===== src/rtl/dma_trk_pkg.sv =====
package dma_trk_pkg;

    localparam int NUM_CH  = 2;
    localparam int CH_W    = 1;
    localparam int STAT_W  = 12;
    localparam int ES_W    = 5;
    localparam int ES_LSB  = 7;
    localparam int ST_W    = 3;

    typedef enum logic [ST_W-1:0] {
        CS_IDLE     = 3'd0,
        CS_QUEUED   = 3'd1,
        CS_RUNNING  = 3'd2,
        CS_COMPLETE = 3'd3,
        CS_ERROR    = 3'd4
    } chan_state_e;

    localparam logic [ES_W-1:0] ES_NONE     = 5'b00000;
    localparam logic [ES_W-1:0] ES_UNSHARED = 5'b00001;
    localparam logic [ES_W-1:0] ES_EXTERNAL = 5'b11010;

    function automatic logic [ES_W-1:0] classify_access(
        input logic ext_abort,
        input logic tcm_hit,
        input logic shared,
        input logic user,
        input logic um
    );
        if (ext_abort)
            return ES_EXTERNAL;
        if (tcm_hit || (!shared && (user || um)))
            return ES_UNSHARED;
        return ES_NONE;
    endfunction

    function automatic logic [STAT_W-1:0] pack_status(
        input logic [ES_W-1:0] es,
        input chan_state_e     st
    );
        logic [STAT_W-1:0] w;
        w = '0;
        w[ES_LSB +: ES_W] = es;
        w[ST_W-1:0]       = st;
        return w;
    endfunction

endpackage


===== src/rtl/dma_trk_channel.sv =====
module dma_trk_channel
    import dma_trk_pkg::*;
#(
    parameter int   ADDR_W   = 32,
    parameter logic LOW_PRIO = 1'b0
) (
    input  logic              clk,
    input  logic              rst_n,
    input  logic              start,
    input  chan_state_e       other_st,
    input  logic              um,
    input  logic              last,
    input  logic              pend,
    input  logic              acc_hit,
    input  logic [ADDR_W-1:0] acc_addr,
    input  logic              acc_shared,
    input  logic              acc_user,
    input  logic              acc_tcm,
    input  logic              acc_ext,
    input  logic              ptw_hit,
    output chan_state_e       state,
    output logic [ES_W-1:0]   es,
    output logic [ADDR_W-1:0] fault_addr,
    output logic              ptw_flag
);

    typedef struct packed {
        chan_state_e       state;
        logic [ES_W-1:0]   es;
        logic [ADDR_W-1:0] fault;
        logic              done;
        logic              err;
        logic              ptw;
    } ch_reg_t;

    ch_reg_t ch_d, ch_q;
    logic [ES_W-1:0] code;
    logic            may_promote;

    always_comb begin
        code = classify_access(acc_ext, acc_tcm, acc_shared, acc_user, um);
        may_promote = (other_st != CS_RUNNING) &&
                      !(LOW_PRIO && other_st == CS_QUEUED);
        ch_d = ch_q;
        unique case (ch_q.state)
            CS_IDLE, CS_COMPLETE, CS_ERROR: begin
                if (start) begin
                    ch_d.state = CS_QUEUED;
                    ch_d.es    = ES_NONE;
                    ch_d.done  = 1'b0;
                    ch_d.err   = 1'b0;
                    ch_d.ptw   = 1'b0;
                end
            end
            CS_QUEUED: begin
                if (may_promote)
                    ch_d.state = CS_RUNNING;
            end
            CS_RUNNING: begin
                if (!ch_q.err) begin
                    if (acc_hit && code != ES_NONE) begin
                        ch_d.err = 1'b1;
                        ch_d.es  = code;
                        if (code != ES_EXTERNAL)
                            ch_d.fault = acc_addr;
                    end else if (ptw_hit) begin
                        ch_d.err = 1'b1;
                        ch_d.es  = ES_EXTERNAL;
                    end
                end
                if (ptw_hit)
                    ch_d.ptw = 1'b1;
                if (last)
                    ch_d.done = 1'b1;
                if ((ch_q.done || ch_q.err) && !pend)
                    ch_d.state = ch_q.err ? CS_ERROR : CS_COMPLETE;
            end
            default: ch_d.state = CS_IDLE;
        endcase
    end

    always_ff @(posedge clk or negedge rst_n) begin
        if (!rst_n) begin
            ch_q <= '{state: CS_IDLE, es: ES_NONE, fault: '0,
                      done: 1'b0, err: 1'b0, ptw: 1'b0};
        end else begin
            ch_q <= ch_d;
        end
    end

    assign state      = ch_q.state;
    assign es         = ch_q.es;
    assign fault_addr = ch_q.fault;
    assign ptw_flag   = ch_q.ptw;

endmodule


===== src/rtl/dma_trk_regport.sv =====
module dma_trk_regport
    import dma_trk_pkg::*;
(
    input  logic                          clk,
    input  logic                          rst_n,
    input  logic                          sel_we,
    input  logic [CH_W-1:0]               sel_in,
    input  logic                          req,
    input  logic                          write,
    input  logic                          priv,
    input  logic                          nonsec,
    input  logic                          ns_en,
    input  logic [NUM_CH-1:0]             u_bits,
    input  logic [NUM_CH-1:0][STAT_W-1:0] status_all,
    output logic [CH_W-1:0]               chsel,
    output logic                          rvalid,
    output logic                          undef,
    output logic [STAT_W-1:0]             rdata
);

    typedef struct packed {
        logic [CH_W-1:0]   chsel;
        logic              rvalid;
        logic              undef;
        logic [STAT_W-1:0] rdata;
    } rp_reg_t;

    rp_reg_t rp_d, rp_q;
    logic    granted;

    always_comb begin
        granted = !write && (priv || u_bits[rp_q.chsel]) && (!nonsec || ns_en);
        rp_d        = rp_q;
        rp_d.rvalid = 1'b0;
        rp_d.undef  = 1'b0;
        rp_d.rdata  = '0;
        if (sel_we)
            rp_d.chsel = sel_in;
        if (req) begin
            if (granted) begin
                rp_d.rvalid = 1'b1;
                rp_d.rdata  = status_all[rp_q.chsel];
            end else begin
                rp_d.undef = 1'b1;
            end
        end
    end

    always_ff @(posedge clk or negedge rst_n) begin
        if (!rst_n) begin
            rp_q <= '0;
        end else begin
            rp_q <= rp_d;
        end
    end

    assign chsel  = rp_q.chsel;
    assign rvalid = rp_q.rvalid;
    assign undef  = rp_q.undef;
    assign rdata  = rp_q.rdata;

endmodule


===== src/rtl/dma_chan_tracker.sv =====
module dma_chan_tracker
    import dma_trk_pkg::*;
#(
    parameter int ADDR_W = 32
) (
    input  logic                    clk,
    input  logic                    rst_n,
    input  logic [1:0]              start_req,
    input  logic [1:0]              chan_secure,
    input  logic [1:0]              chan_um,
    input  logic [1:0]              chan_uacc,
    input  logic [1:0]              xfer_last,
    input  logic [1:0]              xfer_pend,
    input  logic                    acc_valid,
    input  logic                    acc_ch,
    input  logic [ADDR_W-1:0]       acc_addr,
    input  logic                    acc_shared,
    input  logic                    acc_user,
    input  logic                    acc_tcm,
    input  logic                    acc_ext_abort,
    input  logic                    ptw_abort,
    input  logic                    ptw_ch,
    input  logic                    mask_sec,
    input  logic                    mask_nsec,
    input  logic                    mask_ext,
    input  logic                    sel_we,
    input  logic                    sel_ch,
    input  logic                    reg_req,
    input  logic                    reg_write,
    input  logic                    reg_priv,
    input  logic                    reg_nonsec,
    input  logic                    ns_dma_en,
    output logic [STAT_W-1:0]       status0,
    output logic [STAT_W-1:0]       status1,
    output logic [ADDR_W-1:0]       fault_addr_sel,
    output logic                    n_irq_sec,
    output logic                    n_irq_nsec,
    output logic                    n_irq_ext,
    output logic                    reg_rvalid,
    output logic                    reg_undef,
    output logic [STAT_W-1:0]       reg_rdata
);

    chan_state_e                    st   [NUM_CH];
    logic [NUM_CH-1:0][ES_W-1:0]    es_v;
    logic [NUM_CH-1:0][ADDR_W-1:0]  fault_v;
    logic [NUM_CH-1:0][STAT_W-1:0]  stat_v;
    logic [NUM_CH-1:0]              in_err;
    logic [NUM_CH-1:0]              ptw_v;
    logic [CH_W-1:0]                chsel;

    for (genvar i = 0; i < NUM_CH; i++) begin : g_ch
        localparam int              OTHER = NUM_CH - 1 - i;
        localparam logic [CH_W-1:0] IDX   = CH_W'(i);

        dma_trk_channel #(
            .ADDR_W  (ADDR_W),
            .LOW_PRIO(i != 0)
        ) u_ch (
            .clk       (clk),
            .rst_n     (rst_n),
            .start     (start_req[i]),
            .other_st  (st[OTHER]),
            .um        (chan_um[i]),
            .last      (xfer_last[i]),
            .pend      (xfer_pend[i]),
            .acc_hit   (acc_valid && acc_ch == IDX),
            .acc_addr  (acc_addr),
            .acc_shared(acc_shared),
            .acc_user  (acc_user),
            .acc_tcm   (acc_tcm),
            .acc_ext   (acc_ext_abort),
            .ptw_hit   (ptw_abort && ptw_ch == IDX),
            .state     (st[i]),
            .es        (es_v[i]),
            .fault_addr(fault_v[i]),
            .ptw_flag  (ptw_v[i])
        );

        assign stat_v[i] = pack_status(es_v[i], st[i]);
        assign in_err[i] = (st[i] == CS_ERROR);
    end

    dma_trk_regport u_port (
        .clk       (clk),
        .rst_n     (rst_n),
        .sel_we    (sel_we),
        .sel_in    (sel_ch),
        .req       (reg_req),
        .write     (reg_write),
        .priv      (reg_priv),
        .nonsec    (reg_nonsec),
        .ns_en     (ns_dma_en),
        .u_bits    (chan_uacc),
        .status_all(stat_v),
        .chsel     (chsel),
        .rvalid    (reg_rvalid),
        .undef     (reg_undef),
        .rdata     (reg_rdata)
    );

    always_comb begin
        n_irq_sec  = !((|(in_err &  chan_secure)) && !mask_sec);
        n_irq_nsec = !((|(in_err & ~chan_secure)) && !mask_nsec);
        n_irq_ext  = !((|ptw_v) && !mask_ext);
    end

    assign status0        = stat_v[0];
    assign status1        = stat_v[1];
    assign fault_addr_sel = fault_v[chsel];

endmodule


===== config.mk =====
export PLATFORM = sky130hd
export DESIGN_NAME = dma_chan_tracker
export DESIGN_NICKNAME = d
export VERILOG_FILES = /design/src/rtl/dma_trk_pkg.sv /design/src/rtl/dma_trk_channel.sv /design/src/rtl/dma_trk_regport.sv /design/src/rtl/dma_chan_tracker.sv
export SDC_FILE = /design/constraint.sdc
export NUM_CORES = 1
export LEC_CHECK = 0
export BUFFER_PORTS_ARGS = -buffer_cell sky130_fd_sc_hd__buf_4
export CORE_UTILIZATION = 35
export CTS_CLUSTER_SIZE = 20
export DETAILED_ROUTE_END_ITERATION = 8
export SYNTH_ARGS = -nofsm -noshare
export SYNTH_HDL_FRONTEND = slang
export SYNTH_SLANG_ARGS = --single-unit
export TNS_END_PERCENT = 20

===== constraint.sdc =====
create_clock -name clk -period 2.03 [get_ports clk]
set_input_delay 0.3045 -clock clk [delete_from_list [all_inputs] [get_ports clk]]
set_output_delay 0.3045 -clock clk [all_outputs]
set_load 0.02 [all_outputs]

==> results of run 1 <==
-- logic make-up (layout without fill, tap and decap cells) --
family | Yosys count | after routing
multiplexers | 103 | 103
flip-flops | 89 | 89
AND/OR/NAND/NOR | 57 | 57
buffers and inverters | 55 | 158
AO/OA/AOI/OAI | 49 | 49
other | 1 | 15
XOR/XNOR | 1 | 1
-- layout by cell type, fill, tap and decap left out, types with 2 or more instances in the layout --
cell / synthesis / routed
sky130_fd_sc_hd__buf_4: 30 / 130
sky130_fd_sc_hd__dfrtp_1: 89 / 88
sky130_fd_sc_hd__mux2_2: 63 / 63
sky130_fd_sc_hd__mux2_4: 28 / 28
sky130_fd_sc_hd__conb_1: 1 / 15
sky130_fd_sc_hd__nand2_1: 14 / 14
sky130_fd_sc_hd__nor2_1: 14 / 14
sky130_fd_sc_hd__a21oi_1: 10 / 10
sky130_fd_sc_hd__o21ai_0: 9 / 9
sky130_fd_sc_hd__clkbuf_16: 0 / 9
sky130_fd_sc_hd__inv_1: 8 / 8
sky130_fd_sc_hd__mux2i_1: 6 / 6
sky130_fd_sc_hd__nand2b_1: 6 / 6
sky130_fd_sc_hd__nand3_1: 6 / 6
sky130_fd_sc_hd__mux2_1: 6 / 6
sky130_fd_sc_hd__nor2b_1: 5 / 5
sky130_fd_sc_hd__a22o_1: 5 / 5
sky130_fd_sc_hd__o21bai_1: 4 / 4
sky130_fd_sc_hd__buf_12: 0 / 4
sky130_fd_sc_hd__o211ai_1: 3 / 3
sky130_fd_sc_hd__clkbuf_1: 6 / 3
sky130_fd_sc_hd__a21bo_2: 2 / 2
sky130_fd_sc_hd__a22oi_1: 2 / 2
sky130_fd_sc_hd__a311oi_1: 2 / 2
sky130_fd_sc_hd__nor3b_1: 2 / 2
sky130_fd_sc_hd__clkinv_2: 0 / 2
-- registers in the layout (all words and copies together) (netlist names) --
register              count
g_ch.u_ch.ch_q            4
g_ch.u_ch.es              4
g_ch.u_ch.fault_addr     64
g_ch.u_ch.ptw_flag        2
g_ch.u_ch.state           6
u_port.chsel              1
u_port.rdata              6
u_port.rvalid             1
u_port.undef              1
-- how the worst max path moves through the flow --
stage	slack, ns	endpoint	start	cells past startpoint
floorplan	0.25	fault_addr_sel[17]	u_port.chsel	3
global placement	0.21	g_ch[0].u_ch.fault_addr[8]	g_ch[0].u_ch.state[2]	5
detailed placement	0.17	g_ch[0].u_ch.fault_addr[9]	g_ch[0].u_ch.state[2]	5
CTS	0.12	fault_addr_sel[16]	u_port.chsel	3
global route	0.05	n_irq_nsec	g_ch[1].u_ch.state[1]	6
finish	0.15	n_irq_nsec	g_ch[1].u_ch.state[1]	6
-- critical path: stages, from the launching register on --
cell                       delay [ns]
sky130_fd_sc_hd__dfrtp_1         0.38
sky130_fd_sc_hd__buf_4           0.18
sky130_fd_sc_hd__nor2_1          0.23
sky130_fd_sc_hd__nand2_1         0.08
sky130_fd_sc_hd__o22ai_1         0.15
sky130_fd_sc_hd__nand2b_1        0.07
sky130_fd_sc_hd__buf_4           0.15
-- power breakdown --
| part | switching, mW | internal, mW | total [mW] |
|---|---|---|---|
| Combinational | 1.60 | 1.78 | 3.38 |
| Sequential | 0.397 | 2.49 | 2.89 |
| Clock | 0.626 | 0.860 | 1.49 |
| Total | 2.62 | 5.14 | 7.76 |
-- through the flow --
step | cells | worst slack, ns | utilization
after global placement | 628 | 0.206 | 0.437
after global routing | 644 | 0.0454 | 0.459
final | 644 | 0.148 | 0.459
after floorplan | 369 | 0.248 | -
after detailed placement | 628 | 0.169 | 0.437
after CTS | 644 | 0.125 | 0.459
-- area by class of cell --
| type | count | area, um^2 | share of cell area |
|---|---|---|---|
| multi-input combinational | 225 | 1970 | 0.341 |
| inverter | 8 | 30.0 | 0.00521 |
| sequential | 89 | 2230 | 0.387 |
| tap | 172 | 215 | 0.0373 |
| clock inverter | 3 | 17.5 | 0.00304 |
| timing repair buffer | 134 | 1060 | 0.183 |
| clock buffer | 13 | 250 | 0.0434 |
-- routing by layer --
layer	vias to the layer above	track usage	part of all wire
li1	1440	-	-
met5	-	0	0
met3	10	0.0269	0.052
met1	1541	0.194	0.44
met4	0	0.0623	0.013
met2	93	0.264	0.50
==> tab_implementation.tex, run 1 <==
\begin{tabular}{lr}
\hline
Metric & Value \\
\hline
\multicolumn{2}{l}{\textbf{Status}} \\
\quad Status & complete, but fails checks \\
\quad Violated checks & negative hold slack \\
\multicolumn{2}{l}{\textbf{Detailed routing}} \\
\quad Final ANT Viol Nets & 0 \\
\quad Number of DRC markers after the initial detailed-route iteration & 136 \\
\quad Number of design rule violations left after detail routing & 0 \\
\quad First drt pass iteration count & 4 \\
\quad Vias per cell & 4.79 \\
\quad Vias after detailed routing & 3084 \\
\quad Detailed-route wire length & 9740 um \\
\quad Wirelength per Cell & 15.1 um \\
\multicolumn{2}{l}{\textbf{Synthesis}} \\
\quad Async set or reset register ratio after synthesis & 1.00 \\
\quad Mean instance size in the synthesized netlist & 12.7 um\^{}2 \\
\quad Count of flip-flops with a built-in enable after synthesis & 0 \\
\quad Number of synthesized register bits & 89 \\
\quad Xor/xnor cell area share of the yosys netlist & 0.00195 \\
\quad Yosys warnings & 0 \\
\quad Commonest cells in the synthesized netlist & 89 x sky130\_fd\_sc\_hd\_\_dfrtp\_1, 63 x sky130\_fd\_sc\_hd\_\_mux2\_2, 30 x sky130\_fd\_sc\_hd\_\_buf\_4 \\
\quad Synth area leaders & sky130\_fd\_sc\_hd\_\_dfrtp\_1 50\%, sky130\_fd\_sc\_hd\_\_mux2\_2 16\%, sky130\_fd\_sc\_hd\_\_mux2\_4 9.4\% \\
\quad Combinational family with the most area after synthesis & multiplexers \\
\quad Synthesized area & 4490 um\^{}2 \\
\quad Simple-Gate Fraction of Synth Area & 0.0660 \\
\quad Fraction of post-synthesis cell area in the top cell type by area & 0.496 \\
\quad Number of different library cells in the post-synthesis netlist & 49 \\
\quad Dominant cell type by area after synthesis & sky130\_fd\_sc\_hd\_\_dfrtp\_1 \\
\quad Primary FF master, synth & sky130\_fd\_sc\_hd\_\_dfrtp\_1 \\
\quad Fraction of the yosys area taken by sequential cells & 0.496 \\
\quad Cells after synthesis & 355 \\
\quad Area fraction in compound gates after synthesis & 0.0769 \\
\quad Most instantiated library cell after synthesis & sky130\_fd\_sc\_hd\_\_dfrtp\_1 \\
\quad Portion of netlist area occupied by mux cells & 0.280 \\
\quad Adder-cell area share of the yosys netlist & 0 \\
\multicolumn{2}{l}{\textbf{STA}} \\
\quad Setup repair after global routing missed its margin & false \\
\quad Final sum of negative setup slack & 0 ns \\
\quad Transition time at the pin with the least slew margin & 0.507 ns \\
\quad Final critical-path share of the clock period & 0.927 \\
\quad Final worst hold slack & -0.0296 ns \\
\quad Worst relative slew slack & 0.662 \\
\quad Number of hold violations in the final report & 12 \\
\quad Min cycle time layout & 1.88 ns \\
\quad Highest clock frequency the design can meet & 531 MHz \\
\quad Number of endpoints failing setup at the final stage & 0 \\
\quad Fin Clk Skew & 0.00631 ns \\
\quad Max Slew Vio Count & 0 \\
\multicolumn{2}{l}{\textbf{Die}} \\
\quad Initial Util & 0.357 \\
\quad Cell Rows & 41 \\
\quad Placeable core area & 12600 um\^{}2 \\
\quad I/O pins & 137 \\
\quad Full die area & 13300 um\^{}2 \\
\quad Die outline height & 115 um \\
\quad Floorplan die width & 115 um \\
\multicolumn{2}{l}{\textbf{Global route}} \\
\quad Wire length of the first global-routing pass & 15700 um \\
\quad Total grt overflow & 0 \\
\quad Antenna violations before repair & 0 \\
\quad Vias in the first global route & 3119 \\
\quad Largest net degree at the start of global routing & 90 \\
\quad Total routing usage reported by global routing & 0.155 \\
\multicolumn{2}{l}{\textbf{CTS}} \\
\quad TritonCTS clock tree & yes \\
\quad Number of clock buffers inserted by TritonCTS & 9 \\
\quad Post-CTS Setup Repair Bufs & 0 \\
\quad Library cell used as clock root buffer & sky130\_fd\_sc\_hd\_\_clkbuf\_16 \\
\quad Clock slew at reported path FFs & 0.06 ns \\
\quad Clock insertion delay at the later pin of the skew report & 0.33 ns \\
\quad Resized Gates After CTS & 0 \\
\quad CTS Hold Buffers Added & 0 \\
\quad Sinks on the clock net & 89 \\
\quad Number of buffers on the longest clock path & 2 \\
\quad Maximum level of the CTS H-tree & 3 \\
\multicolumn{2}{l}{\textbf{Setup path}} \\
\quad Startpoint-to-endpoint class of the critical path & flop to output port \\
\quad Flop2flop setup slack & 0.17 ns \\
\quad CP Data Arrival Time & 1.58 ns \\
\quad Crit path capture type & output port \\
\quad Highest net fanout along the worst path & 11 \\
\quad Cells on worst reg2reg path & 5 \\
\quad Worst reg2reg path endpoint & g\_ch[0].u\_ch.fault\_addr[3] \\
\quad R2r startpoint & g\_ch[0].u\_ch.state[2] \\
\quad Worst Setup Start Kind & flop \\
\quad Required time of the worst setup path & 1.73 ns \\
\multicolumn{2}{l}{\textbf{Placement}} \\
\quad Post-Place Cell Area & 5500 um\^{}2 \\
\quad HPWL after detailed placement & 6880 um \\
\quad GPL Wtd Cong & 0.860 \\
\quad Number of port buffers & 122 \\
\multicolumn{2}{l}{\textbf{Pwr}} \\
\quad Worst ir drop on vdd & 422 uV \\
\quad Total Power & 7.76 mW \\
\quad Leakage power total & 2.93 nW \\
\quad Power Dens Cells & 1350 nW/um\^{}2 \\
\multicolumn{2}{l}{\textbf{Final layout}} \\
\quad Ant. Diodes & 0 \\
\quad Layout Nets & 531 \\
\quad \# fillers & 1172 \\
\quad Share of cells above drive strength 1 & 0.521 \\
\quad Layout Cell Area excl Fill & 5760 um\^{}2 \\
\quad Relative area change from synthesis to final layout & 28.3\% \\
\multicolumn{2}{l}{\textbf{Min path}} \\
\quad Worst hold path type & primary input to async pin \\
\multicolumn{2}{l}{\textbf{Run}} \\
\quad Maxcap violations & 0 \\
\hline
\end{tabular}
(Power assumes the default switching activity.)
==> run 2, diff against run 1 <==
--- a/config.mk
+++ b/config.mk
@@ -5,6 +5,7 @@
 export SDC_FILE = /design/constraint.sdc
 export NUM_CORES = 1
 export LEC_CHECK = 0
+export ABC_AREA = 1
 export BUFFER_PORTS_ARGS = -buffer_cell sky130_fd_sc_hd__buf_4
 export CORE_UTILIZATION = 35
 export CTS_CLUSTER_SIZE = 20
==> tab_implementation.tex, run 2 <==
\begin{tabular}{lr}
\hline
Metric & Value \\
\hline
\multicolumn{2}{l}{\textbf{Status}} \\
\quad Status & completed \\
\multicolumn{2}{l}{\textbf{Detailed routing}} \\
\quad Vias per cell & 4.54 \\
\quad Wirelength per Cell & 12.9 um \\
\quad Number of design rule violations left after detail routing & 0 \\
\quad First drt pass iteration count & 4 \\
\quad Detailed-route wire length & 10800 um \\
\quad Vias after detailed routing & 3780 \\
\quad Number of DRC markers after the initial detailed-route iteration & 220 \\
\quad Final ANT Viol Nets & 0 \\
\multicolumn{2}{l}{\textbf{Placement}} \\
\quad Cell count after placement & 816 \\
\quad GPL Wtd Cong & 0.877 \\
\quad Number of port buffers & 122 \\
\quad Place WS & 0.299 ns \\
\quad HPWL after detailed placement & 7640 um \\
\multicolumn{2}{l}{\textbf{STA}} \\
\quad Number of endpoints failing setup at the final stage & 0 \\
\quad Number of hold violations in the final report & 0 \\
\quad Worst relative slew slack & 0.638 \\
\quad Final critical-path share of the clock period & 0.943 \\
\quad Minimum setup slack in the final design & 0.115 ns \\
\quad Highest clock frequency the design can meet & 522 MHz \\
\quad Fin Clk Skew & 0.00458 ns \\
\quad Setup repair after global routing missed its margin & false \\
\quad Min cycle time layout & 1.92 ns \\
\quad Final sum of negative setup slack & 0 ns \\
\quad Transition time at the pin with the least slew margin & 0.543 ns \\
\quad Max Slew Vio Count & 0 \\
\multicolumn{2}{l}{\textbf{CTS}} \\
\quad Sinks on the clock net & 89 \\
\quad Maximum level of the CTS H-tree & 3 \\
\quad TritonCTS clock tree & yes \\
\quad Clock slew at reported path FFs & 0.06 ns \\
\quad Clock insertion delay at the later pin of the skew report & 0.34 ns \\
\quad Number of clock buffers inserted by TritonCTS & 9 \\
\quad Number of buffers on the longest clock path & 2 \\
\quad Library cell used as clock root buffer & sky130\_fd\_sc\_hd\_\_clkbuf\_16 \\
\multicolumn{2}{l}{\textbf{Setup path}} \\
\quad Startpoint-to-endpoint class of the critical path & flop to output port \\
\quad Highest net fanout along the worst path & 31 \\
\quad Crit path capture type & output port \\
\quad Worst Setup Start Kind & flop \\
\quad Required time of the worst setup path & 1.73 ns \\
\quad CP Data Arrival Time & 1.61 ns \\
\multicolumn{2}{l}{\textbf{Global route}} \\
\quad Total grt overflow & 0 \\
\quad Wire length of the first global-routing pass & 17800 um \\
\quad Antenna violations before repair & 0 \\
\quad Vias in the first global route & 3628 \\
\quad Largest net degree at the start of global routing & 44 \\
\quad Total routing usage reported by global routing & 0.176 \\
\multicolumn{2}{l}{\textbf{Synthesis}} \\
\quad Commonest cells in the synthesized netlist & 207 x sky130\_fd\_sc\_hd\_\_nand2\_1, 89 x sky130\_fd\_sc\_hd\_\_dfrtp\_1, 59 x sky130\_fd\_sc\_hd\_\_inv\_1 \\
\quad Dominant cell type by area after synthesis & sky130\_fd\_sc\_hd\_\_dfrtp\_1 \\
\quad Number of synthesized register bits & 89 \\
\quad Count of flip-flops with a built-in enable after synthesis & 0 \\
\quad Yosys warnings & 0 \\
\quad Mean instance size in the synthesized netlist & 8.00 um\^{}2 \\
\quad Number of different library cells in the post-synthesis netlist & 26 \\
\quad Cells after synthesis & 553 \\
\quad Async set or reset register ratio after synthesis & 1.00 \\
\quad Synth area leaders & sky130\_fd\_sc\_hd\_\_dfrtp\_1 50\%, sky130\_fd\_sc\_hd\_\_nand2\_1 18\%, sky130\_fd\_sc\_hd\_\_o21ai\_0 6.0\% \\
\quad Synthesized area & 4420 um\^{}2 \\
\quad Primary FF master, synth & sky130\_fd\_sc\_hd\_\_dfrtp\_1 \\
\quad Most instantiated library cell after synthesis & sky130\_fd\_sc\_hd\_\_nand2\_1 \\
\quad Fraction of the yosys area taken by sequential cells & 0.504 \\
\quad Fraction of post-synthesis cell area in the top cell type by area & 0.504 \\
\multicolumn{2}{l}{\textbf{Die}} \\
\quad Initial Util & 0.364 \\
\quad Placeable core area & 12200 um\^{}2 \\
\quad Full die area & 13100 um\^{}2 \\
\quad Die outline height & 114 um \\
\quad Floorplan die width & 114 um \\
\quad I/O pins & 137 \\
\quad Cell Rows & 40 \\
\multicolumn{2}{l}{\textbf{Final layout}} \\
\quad Ant. Diodes & 0 \\
\quad Relative area change from synthesis to final layout & 28.5\% \\
\quad Core Util, Final & 0.467 \\
\quad \# fillers & 1247 \\
\quad Commonest cells after routing, fill and taps aside & 207 x sky130\_fd\_sc\_hd\_\_nand2\_1, 128 x sky130\_fd\_sc\_hd\_\_buf\_4, 88 x sky130\_fd\_sc\_hd\_\_dfrtp\_1 \\
\quad Max FFs per register & 64 \\
\quad Post-route non-filler standard cell count & 833 \\
\quad Share of cells above drive strength 1 & 0.278 \\
\quad Layout Nets & 724 \\
\quad Commonest non-fill, non-tap cell in the layout & sky130\_fd\_sc\_hd\_\_nand2\_1 \\
\multicolumn{2}{l}{\textbf{Min path}} \\
\quad Worst hold path type & primary input to flop \\
\multicolumn{2}{l}{\textbf{Run}} \\
\quad Maxcap violations & 0 \\
\multicolumn{2}{l}{\textbf{Pwr}} \\
\quad Leakage power total & 2.98 nW \\
\quad Power Dens Cells & 1370 nW/um\^{}2 \\
\quad Worst ir drop on vdd & 558 uV \\
\hline
\end{tabular}
[run 2: changes by cell type after synthesis, sizes merged, moves of 6 or more]
cell	before	now
nand2	14	208
mux2	97	0
o21ai	9	82
inv	8	63
nor2	15	25
clkbuf	6	12
mux2i	6	0
nand2b	6	0
[run 2: power by group]
group | total, mW | internal, mW | leakage (nW) | switching (mW)
registers | 2.95 | 2.54 | 1.10 | 0.414
logic | 3.16 | 1.29 | 1.73 | 1.87
clock network | 1.67 | 0.959 | 0.139 | 0.707
total | 7.78 | 4.78 | 2.98 | 2.99
[run 2: path summary, 6_finish.rpt]
kind / from / slack [ns] / cells after the start / end
setup / recovery: u_port.chsel / 0.11 / 3 / fault_addr_sel[21]
hold / removal: acc_addr[2] / 0.16 / 3 / g_ch[1].u_ch.fault_addr[2]
setup reg to reg: g_ch[0].u_ch.state[0] / 0.27 / 10 / g_ch[0].u_ch.fault_addr[21]
hold reg to reg: g_ch[1].u_ch.fault_addr[29] / 0.48 / 2 / g_ch[1].u_ch.fault_addr[29]
max in group asynchronous: rst_n / 0.96 / 3 / g_ch[0].u_ch.fault_addr[16]
min in group asynchronous: rst_n / 0.48 / 2 / g_ch[1].u_ch.ptw_flag
[run 2: per-layer routing]
| layer | GRT usage | part of all wire | vias to the layer above |
|---|---|---|---|
| li1 | - | - | 1881 |
| met1 | 0.229 | 0.46 | 1775 |
| met2 | 0.291 | 0.48 | 115 |
| met3 | 0.0307 | 0.043 | 9 |
| met4 | 0.0727 | 0.014 | 0 |
| met5 | 0 | 0 | - |
[run 2: cell type report]
class                      instances  area, um^2  area share
timing repair buffer             133        1050       0.185
tap                              168         210      0.0370
sequential                        89        2230       0.392
multi-input combinational        364        1660       0.292
clock buffer                      10         229      0.0403
inverter                          63         236      0.0416
clock inverter                     6        67.6      0.0119
[run 2: metrics by stage]
stage | power (mW) | cell area (um^2) | hold WS, ns
final | 7.78 | 5690 | 0.164
after global routing | 8.36 | 5690 | 0.160
after CTS | 7.86 | 5690 | 0.150
after detailed placement | 6.15 | 5380 | 0.335
after global placement | 6.07 | 5380 | 0.328
after floorplan | 5.11 | 4480 | 0.00891
[run 2: timing repair]
action / 4_1_cts / 5_1_grt
hold buffers: 1 / 0
hold endpoints to repair: 37 / 0
resized for setup: 0 / 0
setup buffers: 0 / 0
[run 2: cell families after synthesis]
logic type	after synthesis	share of synthesized area
AO/OA/AOI/OAI	97	0.135
buffers and inverters	114	0.134
flip-flops	89	0.504
other	1	0.000848
AND/OR/NAND/NOR	252	0.227
[run 2: worst max-delay path: stages (launching register included)]
cell	delay, ns
sky130_fd_sc_hd__dfrtp_2	0.56
sky130_fd_sc_hd__buf_12	0.24
sky130_fd_sc_hd__o21ai_0	0.27
sky130_fd_sc_hd__buf_4	0.20
